`src/rtl/sbranch_pkg.sv`:
```
package sbranch_pkg;

  localparam int unsigned INSTR_WORDS = 3;

  typedef enum logic [2:0] {
    ST_FA   = 3'd0,  // read word a
    ST_FB   = 3'd1,  // read word b, capture a
    ST_FC   = 3'd2,  // read word c, capture b
    ST_DEC  = 3'd3,  // capture c, read mem[a] or go to input wait
    ST_RB   = 3'd4,  // capture mem[a], read mem[b] or emit output
    ST_WB   = 3'd5,  // write difference, resolve branch
    ST_IN   = 3'd6,  // wait for input handshake
    ST_HALT = 3'd7
  } sb_state_e;

endpackage

```
`src/rtl/sbranch_rst_sync.sv`:
```
module sbranch_rst_sync (
  input  logic clk,
  input  logic rst_n,
  output logic rst_sync_n
);

  logic meta_q;
  logic sync_q;

  always_ff @(posedge clk or negedge rst_n) begin
    if (!rst_n) begin
      meta_q <= 1'b0;
      sync_q <= 1'b0;
    end else begin
      meta_q <= 1'b1;
      sync_q <= meta_q;
    end
  end

  assign rst_sync_n = sync_q;

endmodule

```
`src/rtl/sbranch_alu.sv`:
```
module sbranch_alu #(
  parameter int unsigned DW = 16
) (
  input  logic [DW-1:0] minuend_i,
  input  logic [DW-1:0] subtrahend_i,
  input  logic          strict_i,
  output logic [DW-1:0] diff_o,
  output logic          take_o
);

  logic is_neg;
  logic is_zero;

  always_comb begin
    diff_o  = minuend_i - subtrahend_i;
    is_neg  = diff_o[DW-1];
    is_zero = (diff_o == '0);
    take_o  = is_neg | (~strict_i & is_zero);
  end

endmodule

```
`src/rtl/sbranch_core.sv`:
```
module sbranch_core
  import sbranch_pkg::*;
#(
  parameter int unsigned DW = 16
) (
  input  logic          clk,
  input  logic          rst_n,
  input  logic          strict_i,
  output logic          mem_req_o,
  output logic          mem_we_o,
  output logic [DW-1:0] mem_addr_o,
  output logic [DW-1:0] mem_wdata_o,
  input  logic [DW-1:0] mem_rdata_i,
  input  logic [DW-1:0] in_data_i,
  input  logic          in_valid_i,
  output logic          in_ready_o,
  output logic [DW-1:0] out_data_o,
  output logic          out_valid_o,
  output logic          halted_o
);

  localparam logic [DW-1:0] STEP   = DW'(INSTR_WORDS);
  localparam logic [DW-1:0] OFS_B  = DW'(1);
  localparam logic [DW-1:0] OFS_C  = DW'(2);

  logic          rst_int_n;
  sb_state_e     state_q, state_n;
  logic [DW-1:0] pc_q, pc_n;
  logic          pc_en;
  logic [DW-1:0] opa_q, opb_q, opc_q, va_q;
  logic          lat_a, lat_b, lat_c, lat_v;
  logic [DW-1:0] diff;
  logic          take;
  logic          a_io, b_io, c_io;
  logic [DW-1:0] pc_seq;

  sbranch_rst_sync u_rst (
    .clk        (clk),
    .rst_n      (rst_n),
    .rst_sync_n (rst_int_n)
  );

  sbranch_alu #(.DW(DW)) u_alu (
    .minuend_i    (mem_rdata_i),
    .subtrahend_i (va_q),
    .strict_i     (strict_i),
    .diff_o       (diff),
    .take_o       (take)
  );

  assign a_io   = opa_q[DW-1];
  assign b_io   = opb_q[DW-1];
  assign c_io   = opc_q[DW-1];
  assign pc_seq = pc_q + STEP;

  // next-state and output decode
  always_comb begin
    state_n     = state_q;
    pc_n        = pc_q;
    pc_en       = 1'b0;
    lat_a       = 1'b0;
    lat_b       = 1'b0;
    lat_c       = 1'b0;
    lat_v       = 1'b0;
    mem_req_o   = 1'b0;
    mem_we_o    = 1'b0;
    mem_addr_o  = '0;
    mem_wdata_o = '0;
    in_ready_o  = 1'b0;
    out_valid_o = 1'b0;
    out_data_o  = '0;
    case (state_q)
      ST_FA: begin
        mem_req_o  = 1'b1;
        mem_addr_o = pc_q;
        state_n    = ST_FB;
      end
      ST_FB: begin
        mem_req_o  = 1'b1;
        mem_addr_o = pc_q + OFS_B;
        lat_a      = 1'b1;
        state_n    = ST_FC;
      end
      ST_FC: begin
        mem_req_o  = 1'b1;
        mem_addr_o = pc_q + OFS_C;
        lat_b      = 1'b1;
        state_n    = ST_DEC;
      end
      ST_DEC: begin
        lat_c = 1'b1;
        if (a_io) begin
          state_n = ST_IN;
        end else begin
          mem_req_o  = 1'b1;
          mem_addr_o = opa_q;
          state_n    = ST_RB;
        end
      end
      ST_RB: begin
        lat_v = 1'b1;
        if (b_io) begin
          out_valid_o = 1'b1;
          out_data_o  = mem_rdata_i;
          pc_en       = 1'b1;
          pc_n        = pc_seq;
          state_n     = ST_FA;
        end else begin
          mem_req_o  = 1'b1;
          mem_addr_o = opb_q;
          state_n    = ST_WB;
        end
      end
      ST_WB: begin
        mem_req_o   = 1'b1;
        mem_we_o    = 1'b1;
        mem_addr_o  = opb_q;
        mem_wdata_o = diff;
        if (take && c_io) begin
          state_n = ST_HALT;
        end else begin
          pc_en   = 1'b1;
          pc_n    = take ? opc_q : pc_seq;
          state_n = ST_FA;
        end
      end
      ST_IN: begin
        in_ready_o = 1'b1;
        if (in_valid_i) begin
          if (b_io) begin
            out_valid_o = 1'b1;
            out_data_o  = in_data_i;
          end else begin
            mem_req_o   = 1'b1;
            mem_we_o    = 1'b1;
            mem_addr_o  = opb_q;
            mem_wdata_o = in_data_i;
          end
          pc_en   = 1'b1;
          pc_n    = pc_seq;
          state_n = ST_FA;
        end
      end
      default: begin
        state_n = ST_HALT;
      end
    endcase
  end

  // registers
  always_ff @(posedge clk or negedge rst_int_n) begin
    if (!rst_int_n) begin
      state_q <= ST_FA;
      pc_q    <= '0;
      opa_q   <= '0;
      opb_q   <= '0;
      opc_q   <= '0;
      va_q    <= '0;
    end else begin
      state_q <= state_n;
      if (pc_en) pc_q  <= pc_n;
      if (lat_a) opa_q <= mem_rdata_i;
      if (lat_b) opb_q <= mem_rdata_i;
      if (lat_c) opc_q <= mem_rdata_i;
      if (lat_v) va_q  <= mem_rdata_i;
    end
  end

  assign halted_o = (state_q == ST_HALT);

endmodule


```
`config.mk`:
```
export PLATFORM = sky130hd
export DESIGN_NAME = sbranch_core
export DESIGN_NICKNAME = d
export VERILOG_FILES = /design/src/rtl/sbranch_pkg.sv /design/src/rtl/sbranch_rst_sync.sv /design/src/rtl/sbranch_alu.sv /design/src/rtl/sbranch_core.sv
export SDC_FILE = /design/constraint.sdc
export NUM_CORES = 1
export LEC_CHECK = 0
export BUFFER_PORTS_ARGS = -buffer_cell sky130_fd_sc_hd__buf_2
export CORE_MARGIN = 4
export CORE_UTILIZATION = 26
export CTS_BUF_LIST = sky130_fd_sc_hd__clkbuf_8
export DETAILED_ROUTE_END_ITERATION = 16
export PLACE_DENSITY = 0.46
export SKIP_LAST_GASP = 1
export SLEW_MARGIN = 10
export SYNTH_ARGS = -nofsm -noshare
export SYNTH_HDL_FRONTEND = slang
export SYNTH_SLANG_ARGS = --single-unit
```
`constraint.sdc`:
```
create_clock -name clk -period 4.3 [get_ports clk]
set_clock_uncertainty 0.2 [all_clocks]
set_input_delay 0.215 -clock clk [delete_from_list [all_inputs] [get_ports clk]]
set_output_delay 0.215 -clock clk [all_outputs]
set_load 0.02 [all_outputs]
```
==> metrics.cfg, run 1 <==
[outcome]
status = finished clean

[logic_synthesis]
synth-seq-cells = 85
syn_avg_cell_area_um2 = 9.17
yosysSeqAreaShare = 0.369
synthArstFlopShare = 1.00
yosys.area_share.simple = 0.156
ys.flop_type = dfrtp_1
synth_xor_area_frac = 0.0165
synth_compound_area_frac = 0.259
synth_fa_ha_area_frac = 0.0469
synth_top_family_by_area = compound AO/OA/AOI/OAI gates
synthMuxAreaShare = 0.106
synth_edf_count = 0
yosys-top-cells-count = dfrtp_1, nand2_1, o21ai_0
yosysWarnings = 0
synth_top_area_cell = dfrtp_1
synth_top_cell_area_share = 0.369
yosysUniqueCellTypes = 72
syn_nets = 686
synth_most_common_cell = dfrtp_1
syn-instance-count = 629
synth_area_leaders = dfrtp_1, mux2_2, o21ai_0
netlist_area_um2 = 5770

[floorplanning]
pin_count = 89
initial_utilization = 0.264
die_area_um2 = 24600
rows = 54
die_x_um = 157
fp.dieH_um = 157
coreArea_um2 = 21800

[sta]
slew_viol_final = 0
slew_headroom = 0.451
fmax_ghz = 0.250
min_period_ns = 4.01
worst_pin_slew_ns = 0.824
rsz0062_at_grt = false
hold_viol = 0
setup_viol = 0
tns_ns = 0
whs_ns = 0.0425
min_period_over_period = 0.931

[routing]
ant_nets = 0
drc = 0
wl_per_cell_um = 19.5
drtIter0Drc = 391
via_count = 5259
viasPerCell = 5.19
wl_mm = 19.8
dr.pass1.iters = 5

[cts]
cts-htree-levels = 3
tritoncts = built
clock-root-buffer = clkbuf_8
path_clk_slew_ns = 0.09
cts_sinks = 85
cts_resized = 0
clockBufferDepth = 2
post_cts_buffers = 0
cts-buffers-inserted = 9
insertion_delay_ns = 0.39

[worst_setup_path]
crit_start = mem_rdata_i[3]
path_cells = dlygate4sd3_1 > buf_2 > ha_1 > and2_4 > a221oi_2 > a211oi_2 > o2111ai_1 > nand4b_1 > xnor2_2 > nand2_2 > nand2_1 > buf_2
crit_path_end_kind = primary output
reg2reg_from = va_q[0]
cpMostUsedCell = buf_2
worst_ep_required_time_ns = 3.88
crit_fanout = 10
slowest_delay_ns = 0.53
crit_type = primary input to primary output
r2r_cells = 13
start_kind = primary input
crit_arrival_ns = 3.59
cp_slowest_cell = dlygate4sd3_1

[hold_path]
min_from = in_valid_i
min_delay_path_depth = 4
hold_path.class = primary input to flip-flop

[final_layout]
antenna_cells = 0
fin_nets = 785
area_growth_pct = 20.4
drive_gt1_frac = 0.277
fin_util = 0.318
stdcell_count = 1013

[grt]
grt_pass1_vias = 5355
grt-ovfl-total = 0
grt_max_degree = 59
grt_usage = 0.162
grt_pass1_wl_mm = 31.1
grt_antenna_before_repair = 0

[place]
dp_cells = 979
portBuffers = 88
gp_congestion = 0.907
dp_hpwl_mm = 14.5

[power_and_ir_drop]
cellLeakagePower_uw = 0.00319
p_per_area_nw_per_um2 = 226
ir_worst_vdd_v = 0.000118

[flow_run]
maxCapViolCount = 0

[final timing paths]
| path | slack (ns) | end |
|---|---|---|
| setup / recovery | 0.29 | mem_wdata_o[15] |
| hold / removal | 0.04 | state_q[1] |
| setup reg to reg | 0.64 | pc_q[5] |
| hold reg to reg | 0.16 | u_rst.rst_sync_n |
| max in group asynchronous | 2.79 | opa_q[4] |
| min in group asynchronous | 0.22 | opb_q[14] |
[worst max-delay path, delay by kind of cell]
family	cells	cell delay (ns)
AND/OR/NAND/NOR	4	0.81
buffers and inverters	3	0.88
adder cells (fa/ha/maj)	1	0.35
XOR/XNOR	1	0.41
AO/OA/AOI/OAI	3	0.93
[layout make-up]
cell class,instances,area [µm²]
clock inverter,7,86.3
fill,2295,14900
clock buffer,9,124
multi-input combinational,478,3380
sequential,85,2130
tap,280,350
inverter,29,109
timing repair buffer,125,763
[where the power goes]
part           internal, µW  switching (µW)  leakage (µW)
clock network           277             349      0.000100
logic                  47.4            69.8       0.00208
registers               806            16.3       0.00101
[stage by stage]
step | total power [µW] | worst slack, ns | area, µm²
floorplan | 885 | 0.983 | 5770
global placement | 946 | 0.688 | 6550
detailed placement | 945 | 0.601 | 6550
CTS | 1590 | 0.293 | 6940
global route | 1630 | 0.172 | 6940
finish | 1570 | 0.295 | 6940
[cells by family (layout without fill, tap and decap cells)]
group,Yosys count,count (layout)
AND/OR/NAND/NOR,184,184
buffers and inverters,66,170
multiplexers,55,55
adder cells (fa/ha/maj),21,21
XOR/XNOR,10,10
other,1,1
flip-flops,85,85
AO/OA/AOI/OAI,207,207
[metal layers]
metal  global-route usage  vias to the layer above  share of wire
met5                    0                        -              0
met3               0.0253                       19          0.045
li1                     -                     2521              -
met2                0.269                      136           0.48
met4               0.0471                        0          0.016
met1                0.220                     2583           0.46
[what timing repair did]
item,in CTS,in global routing
endpoints found under the hold margin,37,0
hold buffers,18,0
endpoints found under the setup margin,0,0
[flip-flops by register name, indices dropped and copies added (netlist names)]
register,cells
u_rst.meta_q,1
state_q,3
opc_q,16
pc_q,16
u_rst.rst_sync_n,1
va_q,16
opa_q,16
opb_q,16
[layout by cell type, fill, tap and decap left out, types with 4 or more instances in the layout]
| master | synthesis | layout |
|---|---|---|
| a21oi_1 | 33 | 33 |
| nand4b_1 | 4 | 4 |
| nand3_1 | 24 | 24 |
| buf_4 | 2 | 19 |
| a221o_1 | 4 | 4 |
| mux2_2 | 47 | 47 |
| nor2_1 | 28 | 28 |
| nand4_1 | 6 | 6 |
| clkbuf_8 | 0 | 9 |
| o22ai_1 | 10 | 10 |
| xor2_1 | 6 | 6 |
| o21ai_1 | 6 | 6 |
| nand2_1 | 73 | 73 |
| and3_1 | 7 | 7 |
| a22oi_1 | 13 | 13 |
| nand2b_1 | 6 | 6 |
| nor3_1 | 11 | 9 |
| mux2i_1 | 8 | 8 |
| inv_1 | 29 | 29 |
| dlygate4sd3_1 | 0 | 18 |
| o21ai_0 | 58 | 58 |
| a31oi_1 | 4 | 4 |
| o211ai_1 | 4 | 4 |
| and2_1 | 4 | 4 |
| a21o_1 | 4 | 4 |
| dfrtp_1 | 85 | 84 |
| o311ai_0 | 5 | 5 |
| ha_1 | 20 | 20 |
| nor2b_1 | 5 | 5 |
| o2bb2a_4 | 5 | 5 |
| a22o_1 | 23 | 23 |
| buf_2 | 5 | 88 |
No activity file was read; power rests on OpenSTA's default activity.
==> inputs of run 2 (changes only) <==
CELL_PAD_IN_SITES_DETAIL_PLACEMENT = 1   (was unset)
CELL_PAD_IN_SITES_GLOBAL_PLACEMENT = 2   (was unset)
PLACE_DENSITY = unset   (was 0.46)
PLACE_DENSITY_LB_ADDON = 0.1   (was unset)
==> metrics.cfg, run 2 (synthesis results as in run 1) <==
[cts]
cts-htree-levels = 3
cts_sinks = 85
cts_resized = 0
clock-root-buffer = clkbuf_8
clockBufferDepth = 2
insertion_delay_ns = 0.38
path_clk_slew_ns = 0.10
tritoncts = built
cts-buffers-inserted = 9

[worst_setup_path]
worst_ep_required_time_ns = 4.38
crit_fanout = 13
start_kind = primary input
crit_path_end_kind = flip-flop
crit_arrival_ns = 4.08
crit_type = primary input to flip-flop

[final_layout]
area_growth_pct = 21.0
multiInputGateArea_um2 = 3380
fin_nets = 789
fillers = 2533
fin_util = 0.320
drive_gt1_frac = 0.280
final_common_cell = buf_2
stdcell_count = 1017
most-common-layout-cells = buf_2, dfrtp_1, nand2_1
antenna_cells = 0
seqCellArea_um2 = 2130

[routing]
drc = 0
ant_nets = 0
viasPerCell = 5.27
drtIter0Drc = 213
via_count = 5362
dr.pass1.iters = 4
wl_per_cell_um = 21.5
wl_mm = 21.9

[power_and_ir_drop]
netSwitchingFraction = 0.264
total_power_uw = 1550
internal_power_uw = 1140
power_frac_clock = 0.391
p_per_area_nw_per_um2 = 222
ir_worst_vdd_v = 0.000129
combinationalPowerShare = 0.076
seqPwrFrac = 0.533
cellLeakagePower_uw = 0.00322
switchingPower_uw = 408

[sta]
whs_ns = 0.102
setup_viol = 0
min_period_over_period = 0.930
worst_pin_slew_ns = 0.795
hold_viol = 0
fmax_ghz = 0.250
slew_headroom = 0.470
rsz0062_at_grt = false
tns_ns = 0
slew_viol_final = 0
min_period_ns = 4.00

[floorplanning]
pin_count = 89
initial_utilization = 0.264
rows = 54
die_area_um2 = 24600
die_x_um = 157
coreArea_um2 = 21800
fp.dieH_um = 157

[grt]
grt_antenna_before_repair = 1
grt_pass1_wl_mm = 34.0
grt-ovfl-total = 0
grt_pass1_vias = 5694
grt_max_degree = 58
grt_usage = 0.180

[flow_run]
maxCapViolCount = 0

[hold_path]
hold_path.class = primary input to flip-flop

[place]
gp_congestion = 0.845
portBuffers = 88
dp_cells = 978
dp_hpwl_mm = 16.5

[outcome]
status = finished clean

## run 2: cell count changes in the layout (fill, tap and decap cells not counted)
cell	change
clkinv_4	-1
clkinv_8	-1
inv_6	+1
inv_1	+1
clkbuf_8	+1
inv_8	-1
buf_4	+3
buf_12	+1
## run 2: metrics by stage
| stage | instance area (µm²) | setup slack (ns) |
|---|---|---|
| 6_report | 6980 | 0.302 |
| 5_1_grt | 6980 | 0.0401 |
| 4_1_cts | 6930 | 0.106 |
| 3_5_place_dp | 6550 | 0.237 |
| 3_3_place_gp | 6550 | 0.405 |
| 2_1_floorplan | 5770 | 0.983 |
## run 2: final timing paths
check	startpoint	to	slack, ns	cells past startpoint
max	mem_rdata_i[0]	pc_q[4]	0.30	16
min	in_valid_i	state_q[1]	0.10	4
max reg2reg	va_q[0]	pc_q[4]	0.52	13
min reg2reg	u_rst.meta_q	u_rst.rst_sync_n	0.17	0
max in group asynchronous	u_rst.rst_sync_n	opa_q[4]	2.76	1
min in group asynchronous	u_rst.rst_sync_n	va_q[13]	0.22	0
## run 2: layout make-up
class,count,area share
timing repair buffer,129,0.116
clock inverter,6,0.00897
multi-input combinational,478,0.484
inverter,29,0.0156
clock buffer,10,0.0197
tap,280,0.0502
sequential,85,0.305
## run 2: critical path, stage by stage
cell	delay (ns)
dlygate4sd3_1	0.53
buf_2	0.15
inv_1	0.09
ha_1	0.22
fa_1	0.39
nand2b_2	0.21
a211oi_2	0.33
o21ai_1	0.19
a211o_1	0.31
a221oi_2	0.29
nor3_1	0.13
and3_4	0.23
o21ai_4	0.21
buf_12	0.17
mux2i_1	0.23
o2bb2a_4	0.18
## run 2: layer usage
layer / global-route usage / vias up / share of wire / routed length, µm
li1: - / 2526 / - / -
met1: 0.246 / 2712 / 0.47 / 10200
met2: 0.302 / 104 / 0.49 / 10700
met3: 0.0234 / 20 / 0.031 / 669
met4: 0.0492 / 0 / 0.015 / 327
met5: 0 / - / 0 / 0
## run 2: what timing repair did
action,4_1_cts,5_1_grt
buffers inserted,0,5
hold buffers,18,0
endpoints found under the setup margin,0,15
hold endpoints to repair,32,0
## run 2: power by group through the flow
stage	logic, µW	clock network, µW	registers [µW]
final	118	604	823
after global routing	131	654	827
after CTS	120	630	824
after detailed placement	107	0	840
after global placement	105	0	840
after floorplan	49.0	0	836
